## src/rtl/sfb_pkg.sv

```systemverilog
`timescale 1ns/1ps
package sfb_pkg;
  typedef logic [7:0] octet_t;

  localparam octet_t STATUS_TYPE = 8'h53;

  // Most significant octet of a word that was zero-extended to 16 bits.
  function automatic octet_t upper_octet(input logic [15:0] w);
    return w[15:8];
  endfunction

  // Least significant octet of a word that was zero-extended to 16 bits.
  function automatic octet_t lower_octet(input logic [15:0] w);
    return w[7:0];
  endfunction
endpackage

```

## src/rtl/sfb_hold.sv

```systemverilog
`timescale 1ns/1ps
module sfb_hold #(
  parameter int N_CH   = 8,
  parameter int CH_W   = 12,
  parameter int TEMP_W = 10
) (
  input  logic                   clk,
  input  logic                   rst_n,
  input  logic                   load_i,
  input  logic [7:0]             loc_i,
  input  logic [TEMP_W-1:0]      temp_i,
  input  logic [N_CH*CH_W-1:0]   adc_i,
  output logic [7:0]             loc_o,
  output logic [TEMP_W-1:0]      temp_o,
  output logic [CH_W-1:0]        adc_o [N_CH]
);
  always_ff @(posedge clk) begin
    if (!rst_n) begin
      loc_o  <= '0;
      temp_o <= '0;
    end else if (load_i) begin
      loc_o  <= loc_i;
      temp_o <= temp_i;
    end
  end

  for (genvar k = 0; k < N_CH; k++) begin : g_ch
    always_ff @(posedge clk) begin
      if (!rst_n)      adc_o[k] <= '0;
      else if (load_i) adc_o[k] <= adc_i[k*CH_W +: CH_W];
    end
  end
endmodule

```

## src/rtl/sfb_byte_sel.sv

```systemverilog
`timescale 1ns/1ps
module sfb_byte_sel
  import sfb_pkg::*;
#(
  parameter int N_CH   = 8,
  parameter int CH_W   = 12,
  parameter int TEMP_W = 10,
  parameter int IDX_W  = 6
) (
  input  logic [7:0]        loc_i,
  input  logic [TEMP_W-1:0] temp_i,
  input  logic [CH_W-1:0]   adc_i [N_CH],
  input  logic [IDX_W-1:0]  idx_i,
  output octet_t            byte_o
);
  localparam int PAYLOAD_LEN = 4 + 2 * N_CH;

  octet_t pl [PAYLOAD_LEN];

  assign pl[0] = loc_i;
  assign pl[1] = STATUS_TYPE;
  assign pl[2] = upper_octet(16'(temp_i));
  assign pl[3] = lower_octet(16'(temp_i));

  for (genvar k = 0; k < N_CH; k++) begin : g_word
    assign pl[4 + 2*k] = upper_octet(16'(adc_i[k]));
    assign pl[5 + 2*k] = lower_octet(16'(adc_i[k]));
  end

  // Every index beyond the meaningful payload selects a zero pad byte.
  always_comb begin
    byte_o = '0;
    for (int i = 0; i < PAYLOAD_LEN; i++) begin
      if (idx_i == IDX_W'(i)) byte_o = pl[i];
    end
  end
endmodule

```

## src/rtl/sfb_sequencer.sv

```systemverilog
`timescale 1ns/1ps
module sfb_sequencer #(
  parameter int PAD_LEN = 47,
  parameter int IDX_W   = 6
) (
  input  logic             clk,
  input  logic             rst_n,
  input  logic             trig_i,
  input  logic             ready_i,
  output logic             valid_o,
  output logic             last_o,
  output logic             load_o,
  output logic [IDX_W-1:0] idx_o
);
  localparam logic [IDX_W-1:0] END_IDX = IDX_W'(PAD_LEN - 1);

  logic             active_q, pend_q;
  logic [IDX_W-1:0] idx_q;

  // Named events that the assertions refer to.
  logic hs, at_end, hs_last, start_ev, restart_ev;
  assign hs         = active_q & ready_i;
  assign at_end     = (idx_q == END_IDX);
  assign hs_last    = hs & at_end;
  assign start_ev   = ~active_q & trig_i;
  assign restart_ev = hs_last & (pend_q | trig_i);

  always_ff @(posedge clk) begin
    if (!rst_n) begin
      active_q <= 1'b0;
      idx_q    <= '0;
      pend_q   <= 1'b0;
    end else begin
      if (start_ev) begin
        active_q <= 1'b1;
        idx_q    <= '0;
      end else if (hs) begin
        if (at_end) begin
          idx_q    <= '0;
          active_q <= restart_ev;
        end else begin
          idx_q <= idx_q + 1'b1;
        end
      end
      pend_q <= active_q & ~hs_last & (pend_q | trig_i);
    end
  end

  assign valid_o = active_q;
  assign last_o  = active_q & at_end;
  assign load_o  = start_ev | restart_ev;
  assign idx_o   = idx_q;


  start_chk: assert property (@(posedge clk) disable iff (!rst_n)
    (!valid_o && trig_i) |=> (valid_o && idx_o == '0));

  stall_hold_chk: assert property (@(posedge clk) disable iff (!rst_n)
    (valid_o && !ready_i) |=> (valid_o && $stable(idx_o) && $stable(last_o)));

  pend_busy_chk: assert property (@(posedge clk) disable iff (!rst_n)
    pend_q |-> valid_o);

  restart_chk: assert property (@(posedge clk) disable iff (!rst_n)
    (valid_o && ready_i && last_o && trig_i) |=> (valid_o && idx_o == '0));

  idle_after_chk: assert property (@(posedge clk) disable iff (!rst_n)
    (valid_o && ready_i && last_o && !pend_q && !trig_i) |=> !valid_o);
endmodule

```

## src/rtl/status_frame_builder.sv

```systemverilog
`timescale 1ns/1ps
module status_frame_builder
  import sfb_pkg::*;
#(
  parameter int N_CH    = 8,
  parameter int CH_W    = 12,
  parameter int TEMP_W  = 10,
  parameter int PAD_LEN = 47
) (
  input  logic                 clk,
  input  logic                 rst_n,
  input  logic                 query_i,
  input  logic                 reset_done_i,
  input  logic [7:0]           loc_i,
  input  logic [TEMP_W-1:0]    temp_i,
  input  logic [N_CH*CH_W-1:0] adc_i,
  output logic [7:0]           out_data_o,
  output logic                 out_valid_o,
  output logic                 out_last_o,
  input  logic                 out_ready_i
);
  localparam int IDX_W       = $clog2(PAD_LEN);
  localparam int PAYLOAD_LEN = 4 + 2 * N_CH;

  logic             trig, load;
  logic [IDX_W-1:0] beat_idx;
  logic [7:0]       h_loc;
  logic [TEMP_W-1:0] h_temp;
  logic [CH_W-1:0]  h_adc [N_CH];

  assign trig = query_i | reset_done_i;

  sfb_sequencer #(.PAD_LEN(PAD_LEN), .IDX_W(IDX_W)) u_seq (
    .clk(clk), .rst_n(rst_n), .trig_i(trig), .ready_i(out_ready_i),
    .valid_o(out_valid_o), .last_o(out_last_o), .load_o(load), .idx_o(beat_idx)
  );

  sfb_hold #(.N_CH(N_CH), .CH_W(CH_W), .TEMP_W(TEMP_W)) u_hold (
    .clk(clk), .rst_n(rst_n), .load_i(load), .loc_i(loc_i), .temp_i(temp_i),
    .adc_i(adc_i), .loc_o(h_loc), .temp_o(h_temp), .adc_o(h_adc)
  );

  sfb_byte_sel #(.N_CH(N_CH), .CH_W(CH_W), .TEMP_W(TEMP_W), .IDX_W(IDX_W)) u_sel (
    .loc_i(h_loc), .temp_i(h_temp), .adc_i(h_adc), .idx_i(beat_idx),
    .byte_o(out_data_o)
  );


  type_byte_chk: assert property (@(posedge clk) disable iff (!rst_n)
    (out_valid_o && beat_idx == IDX_W'(1)) |-> out_data_o == STATUS_TYPE);

  temp_hi_zero_chk: assert property (@(posedge clk) disable iff (!rst_n)
    (out_valid_o && beat_idx == IDX_W'(2)) |-> (out_data_o >> (TEMP_W - 8)) == 8'h00);

  pad_zero_chk: assert property (@(posedge clk) disable iff (!rst_n)
    (out_valid_o && beat_idx >= IDX_W'(PAYLOAD_LEN)) |-> out_data_o == 8'h00);

  last_zero_chk: assert property (@(posedge clk) disable iff (!rst_n)
    out_last_o |-> (out_valid_o && out_data_o == 8'h00));

  stall_data_chk: assert property (@(posedge clk) disable iff (!rst_n)
    (out_valid_o && !out_ready_i) |=> $stable(out_data_o));
endmodule

```

## config.mk

```make
export PLATFORM = sky130hd
export DESIGN_NAME = status_frame_builder
export DESIGN_NICKNAME = d
export VERILOG_FILES = /design/src/rtl/sfb_pkg.sv /design/src/rtl/sfb_hold.sv /design/src/rtl/sfb_byte_sel.sv /design/src/rtl/sfb_sequencer.sv /design/src/rtl/status_frame_builder.sv
export SDC_FILE = /design/constraint.sdc
export NUM_CORES = 1
export LEC_CHECK = 0
export BUFFER_PORTS_ARGS = -buffer_cell sky130_fd_sc_hd__buf_2
export CAP_MARGIN = 20
export CORE_MARGIN = 2
export CORE_UTILIZATION = 50
export CTS_BUF_LIST = sky130_fd_sc_hd__clkbuf_4 sky130_fd_sc_hd__clkbuf_8
export DETAILED_ROUTE_END_ITERATION = 10
export GPL_TIMING_DRIVEN = 0
export PLACE_DENSITY = 0.82
export RECOVER_POWER = 100
export SETUP_SLACK_MARGIN = 0.05
export SYNTH_ARGS = -nofsm -noshare
export SYNTH_HDL_FRONTEND = slang
export SYNTH_SLANG_ARGS = --single-unit
```

## constraint.sdc

```tcl
create_clock -name clk -period 7.7 [get_ports clk]
set_input_delay 1.925 -clock clk [delete_from_list [all_inputs] [get_ports clk]]
set_output_delay 1.925 -clock clk [all_outputs]
set_load 0.01 [all_outputs]
```

==> qor.yml <==
status:
  outcome: "finished, final reports clean"
timing:
  tightest_slew_ns: 0.995
  setup_tns_ns: 0
  finalSetupViolations: 0
  timing.final.crit_share: 0.719
  setup_ws_ns: 2.16
  hold_viol_final: 0
  whs_ns: 0.460
  report.final.slew_viol_count: 0
  rsz0062_at_grt: "no"
  fin_crit_ns: 5.54
  fmax_mhz: 181
  slew_headroom: 0.334
  worst_clock_skew_ns: 0.0150
logic_synthesis:
  synthArstFlopShare: 0
  synth.most_common_cell: "nand2_1"
  synthDistinctLibCells: 55
  synthTopCellsByCount: "nand2_1 (258), dfxtp_1 (122), a21boi_1 (61), a21boi_0 (55), nor2_1 (35)"
  synth_edf_count: 0
  synth_fp_nets: 906
  synthCells: 783
  avgSynthCellArea_um2: 7.74
  ys_seq_elements: 122
  synth_area_um2: 6060
  synthFlopType: "dfxtp_1"
  yosysSeqAreaShare: 0.403
  yosysWarningCount: 0
  synth_top_cell_area_share: 0.403
  synth_top_area_cell: "dfxtp_1"
  synthTopCellsByArea: "dfxtp_1 (40%), nand2_1 (16%), a21boi_1 (7.6%)"
clocking:
  clock-root-buffer: "clkbuf_8"
  cts-resized-gates: 0
  htreeDepth: 4
  path_clk_slew_ns: 0.07
  cts_setup_buffers: 0
  cts_buffers: 17
  worstSkewPairLatency_ns: 0.46
  clock_path_buffers: 2
  cts_sinks: 122
  ctsHoldBuffers: 0
  cts_tree: "yes"
min_path:
  hp-class: "flip-flop to flip-flop"
  worst_hold_startpoint: "u_hold.adc_o[10]"
layout:
  fill_cells: 1128
  syn_to_final_growth_pct: 20.1
  multi_input_area_um2: 3300
  drive_gt1_frac: 0.191
  fin_area_um2: 7280
  nets: 1052
  antennaDiodeCount: 0
  regArea_um2: 2440
placed_design:
  placed_cell_area_um2: 6880
  hpwl_um: 13800
  gp_congestion: 0.984
  numPortBuffers: 127
  post-place-ws_ns: 2.85
routing:
  vias: 6085
  met3_length_um: 1250
  wl_met2_um: 8400
  met1_length_um: 8010
  drc: 0
  routed_wl_um: 18300
  first_iter_violations: 533
  vias_per_cell: 5.59
  wl_per_cell_um: 16.8
  final_antenna_net_count: 0
  highest-signal-layer: "met4"
  first_pass_iters: 5
floorplan:
  core_area_um2: 11900
  die_y_um: 114
  dieArea_um2: 13000
  io_pins: 129
  fp-row-count: 40
  initial_core_util: 0.509
  die_w_um: 114
setup_path:
  critPathKind: "flip-flop to output pin"
  rr_startpoint: "u_seq.idx_o[0]"
  required_ns: 5.78
  crit_path_start_kind: "flip-flop"
  arrival_ns: 3.61
  cp_max_fo: 10
  critPathLaunch: "u_seq.idx_o[0]"
  crit_path_end_kind: "output pin"
global_routing:
  grt_pass1_wl_um: 28800
  grt_pass1_vias: 5823
  grt_overflow: 0
  grt_antenna_before_repair: 0
  grt_max_degree: 17
  track_usage: 0.290
power:
  peakVddDrop_mv: 0.127
  p_leak_nw: 2.91
  power.density_nw_per_um2: 207
  total_power_mw: 1.51
job:
  timing.max_cap.violations: 0
[layer usage]
| layer | track usage | up-vias |
|---|---|---|
| li1 | - | 3000 |
| met4 | 0.126 | 0 |
| met1 | 0.370 | 2796 |
| met5 | 0 | - |
| met3 | 0.0656 | 44 |
| met2 | 0.471 | 245 |
[final timing paths]
| path | slack [ns] | depth (start not counted) | end |
|---|---|---|---|
| max | 2.16 | 10 | out_data_o[3] |
| min | 0.46 | 2 | u_hold.adc_o[10] |
| max reg2reg | 4.47 | 11 | u_hold.adc_o[63] |
| min reg2reg | 0.46 | 2 | u_hold.adc_o[10] |
[layout by cell type, fill, tap and decap left out, types with 5 or more instances in the layout]
master / netlist / layout
nand2_1: 258 / 258
buf_2: 26 / 131
dfxtp_1: 122 / 122
a21boi_0: 55 / 111
clkbuf_1: 25 / 47
nor2_1: 35 / 35
a21oi_1: 23 / 23
clkbuf_8: 0 / 20
a22oi_1: 17 / 17
o21ai_0: 17 / 17
nor2b_1: 9 / 9
o221ai_1: 9 / 9
nand3_1: 9 / 9
buf_4: 8 / 8
inv_1: 8 / 8
and2_1: 8 / 8
nor3_1: 8 / 8
a221o_1: 6 / 6
a32o_1: 5 / 5
nor3b_1: 5 / 5
a21boi_1: 61 / 5
[kinds of logic after synthesis]
| logic type | share of synthesized area |
|---|---|
| compound gates | 0.276 |
| xor+xnor | 0.00723 |
| fa+ha+maj | 0.00826 |
| buf+inv | 0.0524 |
| flops | 0.403 |
| simple gates | 0.253 |
[through the flow]
step / cells / util
2_1_floorplan: 783 / -
3_3_place_gp: 1057 / 0.578
3_5_place_dp: 1057 / 0.578
4_1_cts: 1089 / 0.613
5_1_grt: 1089 / 0.611
6_report: 1089 / 0.611
[cell type report]
type | count | area share
Clock inverter | 11 | 0.0194
Clock buffer | 21 | 0.0389
Buffer | 60 | 0.0371
Timing Repair Buffer | 127 | 0.0860
Multi-Input combinational cell | 593 | 0.453
Inverter | 8 | 0.00413
Sequential cell | 122 | 0.336
Tap cell | 147 | 0.0253
[registers in the layout (all words and copies together) (netlist names)]
| signal | count |
|---|---|
| u_seq.idx_o | 6 |
| u_seq.pend_q | 1 |
| u_seq.valid_o | 1 |
| u_hold.loc_o | 8 |
| u_hold.temp_o | 10 |
| u_hold.adc_o | 96 |
[report_power, final]
part,internal (mW),leakage [nW],total (mW),switching [mW]
clock network,0.348,0.211,0.607,0.259
logic,0.0822,1.70,0.196,0.114
registers,0.676,1.01,0.707,0.0311
total,1.11,2.91,1.51,0.404
[critical path, stage by stage (launching register included)]
cell      delay (ns)
dfxtp_1         0.44
inv_1           0.11
ha_1            0.20
clkbuf_1        0.20
nor2_1          0.80
a32o_1          0.29
a22oi_1         0.09
a211oi_1        0.32
nor3_1          0.10
a211oi_1        0.42
clkbuf_1        0.20
Note: power is estimated with default switching activity, not from simulation.
